### src/rtl/phy_port_pkg.sv
package phy_port_pkg;
    localparam int unsigned ADDR_W = 6;
    localparam int unsigned DATA_W = 8;

    // Field positions inside the port word
    localparam int unsigned ADDR_LSB  = 0;
    localparam int unsigned WDATA_LSB = 8;
    localparam int unsigned RDATA_LSB = 16;
    localparam int unsigned WR_BIT    = 24;
    localparam int unsigned RD_BIT    = 25;
    localparam int unsigned ACK_BIT   = 26;

    typedef enum logic [1:0] {
        HS_IDLE = 2'd0,
        HS_WAIT = 2'd1,
        HS_HOLD = 2'd2
    } hs_state_e;

    typedef struct packed {
        logic              is_wr;
        logic [ADDR_W-1:0] addr;
        logic [DATA_W-1:0] wdata;
    } phy_cmd_t;
endpackage

### src/rtl/phy_port_rf.sv
module phy_port_rf #(
    parameter int unsigned AW = 6,
    parameter int unsigned DW = 8
) (
    input  logic          clk,
    input  logic          rst_n,
    input  logic          we,
    input  logic [AW-1:0] addr,
    input  logic [DW-1:0] wdata,
    output logic [DW-1:0] rdata
);
    localparam int unsigned DEPTH = 1 << AW;

    logic [DW-1:0] mem_q [DEPTH];

    always_ff @(posedge clk) begin
        if (!rst_n) begin
            for (int i = 0; i < DEPTH; i++) begin
                mem_q[i] <= '0;
            end
        end else if (we) begin
            mem_q[addr] <= wdata;
        end
    end

    assign rdata = mem_q[addr];
endmodule

### src/rtl/phy_port_hs.sv
module phy_port_hs
    import phy_port_pkg::*;
#(
    parameter int unsigned ACK_DELAY = 3,
    parameter int unsigned CNT_W     = $clog2(ACK_DELAY + 1)
) (
    input  logic     clk,
    input  logic     rst_n,
    input  logic     req,
    input  phy_cmd_t req_cmd,
    output logic     ack,
    output logic     fire,
    output phy_cmd_t cur_cmd
);
    typedef struct packed {
        hs_state_e  st;
        logic [CNT_W-1:0] cnt;
        phy_cmd_t   cmd;
    } hs_t;

    hs_t hs_d, hs_q;

    always_comb begin
        hs_d = hs_q;
        fire = 1'b0;
        unique case (hs_q.st)
            HS_IDLE: begin
                if (req) begin
                    hs_d.st  = HS_WAIT;
                    hs_d.cnt = CNT_W'(ACK_DELAY - 1);
                    hs_d.cmd = req_cmd;
                end
            end
            HS_WAIT: begin
                if (hs_q.cnt == '0) begin
                    hs_d.st = HS_HOLD;
                    fire    = 1'b1;
                end else begin
                    hs_d.cnt = hs_q.cnt - 1'b1;
                end
            end
            HS_HOLD: begin
                if (!req) begin
                    hs_d.st = HS_IDLE;
                end
            end
            default: hs_d.st = HS_IDLE;
        endcase
    end

    always_ff @(posedge clk) begin
        if (!rst_n) begin
            hs_q <= '{st: HS_IDLE, cnt: '0, cmd: '0};
        end else begin
            hs_q <= hs_d;
        end
    end

    assign ack     = (hs_q.st == HS_HOLD);
    assign cur_cmd = hs_q.cmd;
endmodule

### src/rtl/phy_port_bridge.sv
module phy_port_bridge
    import phy_port_pkg::*;
#(
    parameter int unsigned ACK_DELAY = 3
) (
    input  logic        clk,
    input  logic        rst_n,
    input  logic        sw_we,
    input  logic [31:0] sw_wdata,
    output logic [31:0] port_word
);
    localparam int unsigned CNT_W = $clog2(ACK_DELAY + 1);

    typedef struct packed {
        logic [ADDR_W-1:0] addr;
        logic [DATA_W-1:0] wdata;
        logic              rd;
        logic              wr;
        logic [DATA_W-1:0] rdata;
    } port_t;

    port_t    pt_d, pt_q;
    logic     hs_ack, hs_fire, hs_req;
    phy_cmd_t hs_cmd, req_cmd;
    logic     rf_we;
    logic [DATA_W-1:0] rf_rdata;

    // Both strobes together count as a read
    assign hs_req        = pt_q.rd | pt_q.wr;
    assign req_cmd.is_wr = pt_q.wr & ~pt_q.rd;
    assign req_cmd.addr  = pt_q.addr;
    assign req_cmd.wdata = pt_q.wdata;

    phy_port_hs #(
        .ACK_DELAY (ACK_DELAY),
        .CNT_W     (CNT_W)
    ) u_hs (
        .clk     (clk),
        .rst_n   (rst_n),
        .req     (hs_req),
        .req_cmd (req_cmd),
        .ack     (hs_ack),
        .fire    (hs_fire),
        .cur_cmd (hs_cmd)
    );

    assign rf_we = hs_fire & hs_cmd.is_wr;

    phy_port_rf #(
        .AW (ADDR_W),
        .DW (DATA_W)
    ) u_rf (
        .clk   (clk),
        .rst_n (rst_n),
        .we    (rf_we),
        .addr  (hs_cmd.addr),
        .wdata (hs_cmd.wdata),
        .rdata (rf_rdata)
    );

    always_comb begin
        pt_d = pt_q;
        if (sw_we) begin
            pt_d.addr  = sw_wdata[ADDR_LSB +: ADDR_W];
            pt_d.wdata = sw_wdata[WDATA_LSB +: DATA_W];
            pt_d.rd    = sw_wdata[RD_BIT];
            pt_d.wr    = sw_wdata[WR_BIT];
        end
        if (hs_fire && !hs_cmd.is_wr) begin
            pt_d.rdata = rf_rdata;
        end
    end

    always_ff @(posedge clk) begin
        if (!rst_n) begin
            pt_q <= '0;
        end else begin
            pt_q <= pt_d;
        end
    end

    always_comb begin
        port_word = '0;
        port_word[ADDR_LSB  +: ADDR_W] = pt_q.addr;
        port_word[WDATA_LSB +: DATA_W] = pt_q.wdata;
        port_word[RDATA_LSB +: DATA_W] = pt_q.rdata;
        port_word[WR_BIT]  = pt_q.wr;
        port_word[RD_BIT]  = pt_q.rd;
        port_word[ACK_BIT] = hs_ack;
    end

    // Read-only and reserved bits of the software word are not stored
    logic unused_sw_bits;
    assign unused_sw_bits = ^{sw_wdata[31:27], sw_wdata[ACK_BIT],
                              sw_wdata[RDATA_LSB +: DATA_W],
                              sw_wdata[WDATA_LSB-1:ADDR_LSB+ADDR_W]};
endmodule

### config.mk
export PLATFORM = sky130hd
export DESIGN_NAME = phy_port_bridge
export DESIGN_NICKNAME = d
export VERILOG_FILES = /design/src/rtl/phy_port_pkg.sv /design/src/rtl/phy_port_rf.sv /design/src/rtl/phy_port_hs.sv /design/src/rtl/phy_port_bridge.sv
export SDC_FILE = /design/constraint.sdc
export NUM_CORES = 1
export LEC_CHECK = 0
export BUFFER_PORTS_ARGS = -buffer_cell sky130_fd_sc_hd__buf_2
export CORE_MARGIN = 4
export CORE_UTILIZATION = 60
export CTS_CLUSTER_DIAMETER = 120
export CTS_CLUSTER_SIZE = 8
export DETAILED_ROUTE_END_ITERATION = 10
export GPL_TIMING_DRIVEN = 1
export PLACE_DENSITY = 0.75
export SYNTH_ARGS = -nofsm -noshare
export SYNTH_HDL_FRONTEND = slang
export SYNTH_SLANG_ARGS = --single-unit
### constraint.sdc
create_clock -name clk -period 4.45 [get_ports clk]
set_input_delay 1.1125 -clock clk [delete_from_list [all_inputs] [get_ports clk]]
set_output_delay 1.1125 -clock clk [all_outputs]
set_load 0.02 [all_outputs]
==> flow_summary.yaml <==
detailed_routing:
  drtIter0Drc: 2476
  routedWlPerCell_um: 26.58
  drtPass1Iterations: 5
  drc: 0
  vias_per_cell: 6.424
  wl_um: 70680
  ant_nets: 0
  vias: 17080
critical_path:
  critical_path_class: "in2reg"
  arrival_ns: 3.61
  cp-start-kind: "input port"
  crit_path_end_kind: "register"
  r2r_cells: 5
  r2r_start: "u_hs.cur_cmd[9]$_SDFFE_PN0P_"
  crit_path_start: "rst_n"
  crit_fanout: 10
  worstPathRequired_ns: 4.66
  r2r_end: "u_rf.mem_q[6][2]$_SDFFCE_PN0P_"
  r2r_slack_ns: 1.11
clock_network:
  cts_tree: "done"
  root_buffer: "clkbuf_16"
  cts_max_level: 3
  max-clock-path-buffers: 3
  hold_buffers: 0
  clkTransAtPathRegs_ns: 0.05
  postCtsSetupRepairBufs: 0
  numCtsBuffers: 79
  cts-resized-gates: 0
  clkSinkCount: 555
  worstSkewPairLatency_ns: 0.60
sta:
  maxSlewHeadroom: 0.2390
  fin_skew_ns: 0.01976
  post-route-period-util: 0.7621
  max_clock_freq_ghz: 0.2949
  hold_violations: 0
  period_minus_slack_ns: 3.391
  worstMarginPinSlew_ns: 1.130
  setup_viol: 0
  fin_setup_tns_ns: 0
  rsz0062_at_grt: "no"
  drv_slew: 0
  holdWs_ns: 0.4590
grt:
  grt_first_pass_wirelength_um: 106000
  grt_pass1_vias: 17230
  overflow: 0
  antenna_found_initial: 0
  track_usage: 0.3032
  grt_max_degree: 107
synth:
  post_synth_num_cell_types: 64
  synthCells: 1985
  synth_warnings: 0
  ys.flop_type: "edfxtp_1"
  synth_top_cell_by_area: "edfxtp_1"
  netlist.area_leader.share: 0.5921
  async_flop_share: 0
  yosysSeqAreaShare: 0.6253
  netlist_top_cells_area: "edfxtp_1 (59%), and2_1 (13%), mux2i_1 (3.7%)"
  netlist_area_um2: 25960
  synth_area_per_cell_um2: 13.08
  synth-edff-count: 512
  ys_ff_latch: 555
floorplanning:
  dieArea_um2: 46670
  fp.coreArea_um2: 42320
  initial_utilization: 0.6135
  die_x_um: 216.0
  ios: 67
  rows: 75
  die_y_um: 216.0
finish:
  diodes: 0
  drive_gt1_frac: 0.1671
  layout.nets: 2073
  utilization: 0.6860
  areaGrowthSynthToFinish_pct: 11.82
pwr:
  cellLeakagePower_nw: 10.48
  power_density_nw_per_um2: 421.4
  ir_drop_v: 0.0003869
  power_mw: 12.23
worst_hold_path:
  holdPathStages: 2
  min_to: "u_hs.cur_cmd[7]$_SDFFE_PN0P_"
  worstHoldStart: "u_hs.cur_cmd[7]$_SDFFE_PN0P_"
  hold_class: "reg2reg"
outcome:
  status: "finished clean"
placement:
  place_hpwl_um: 43250
  portBuffers: 43
  place_congestion: 0.9138
flow_run:
  drv_cap: 0
## registers in the layout, summed over array words and instances, names as in the netlist
name,flops
port_word,24
u_hs.hs_q,4
u_rf.mem_q,512
u_hs.cur_cmd,15
## how the worst max path moves through the flow
stage / to / slack, ns / cells past startpoint
floorplan: u_rf.mem_q[21][0]$_SDFFCE_PN0P_ / 1.49 / 6
global placement: u_rf.mem_q[55][1]$_SDFFCE_PN0P_ / 0.63 / 5
detailed placement: u_rf.mem_q[15][6]$_SDFFCE_PN0P_ / 0.50 / 5
CTS: u_rf.mem_q[55][5]$_SDFFCE_PN0P_ / 1.13 / 5
global route: u_rf.mem_q[7][6]$_SDFFCE_PN0P_ / 0.92 / 5
finish: u_rf.mem_q[55][5]$_SDFFCE_PN0P_ / 1.06 / 5
## Yosys cell counts, types with 4 or more instances
library cell and count:
o22ai_1 24, clkbuf_1 93, nor2_2 10, a22o_1 11, a221oi_2 5, a21oi_1 30
o2bb2ai_1 6, a221oi_1 56, buf_2 34, nor3_2 5, nor2b_1 25, nor3_1 5
nand3_1 9, buf_4 37, buf_6 12, a21boi_0 17, mux2_2 41, and3_1 4
inv_1 4, o221ai_1 5, nand2b_1 7, nand2_1 55, edfxtp_1 512, and2_1 519
mux2i_1 97, a221o_1 9, nor2_1 83, dfxtp_1 43, a31oi_1 10, mux4_2 26
a22oi_1 39, o21ai_0 97
## power breakdown
group          internal (mW)  switching (mW)
sequential              5.87           0.118
clock                   3.39            2.14
combinational          0.242           0.477
## final cells by class
type | instances | area [µm²]
multi-input combinational | 1250 | 8763
fill | 2964 | 13290
timing repair buffer | 146 | 1013
tap | 577 | 721.9
sequential | 555 | 16260
inverter | 5 | 18.77
clock buffer | 122 | 2223
clock inverter | 4 | 33.78
## worst max-delay path, cell delays in order
cell     delay [ns]
buf_2          0.11
nor2b_1        0.18
and4_1         0.67
nand2_1        0.49
o21ai_0        1.02
## logic make-up (layout without fill, tap and decap cells)
logic type	count (synthesis)	after routing	share of synthesized area
multiplexers	165	165	0.07831
buffers and inverters	186	277	0.03865
adder cells (fa/ha/maj)	1	1	0.0004818
AO/OA/AOI/OAI	332	332	0.08934
other	1	7	0.0001444
AND/OR/NAND/NOR	745	745	0.1678
flip-flops	555	555	0.6253
## through the flow
step                setup WS, ns  cells  instance area (µm²)
floorplan                  1.495   1991                25990
global placement          0.6281   2533                26780
detailed placement        0.4994   2533                26780
CTS                        1.130   2659                29030
global route              0.9222   2659                29030
finish                     1.059   2659                29030
## cells in the final DEF, fill, tap and decap left out, types with 32 or more instances in the layout
master     count
a221oi_1      56
a22oi_1       39
and2_1       519
buf_2         43
buf_4        101
clkbuf_1      39
clkbuf_16     83
dfxtp_1       32
edfxtp_1     512
mux2_2        41
mux2i_1       97
nand2_1       55
nor2_1        82
o21ai_0       97
## routing by layer
layer,global-route usage,part of all wire,vias to the layer above
met5,0,0,-
met4,0.1368,0.045,0
met3,0.08481,0.12,230
met2,0.4726,0.47,1107
met1,0.4010,0.37,8393
li1,-,-,7351
Power figures use the tool's default switching activity.
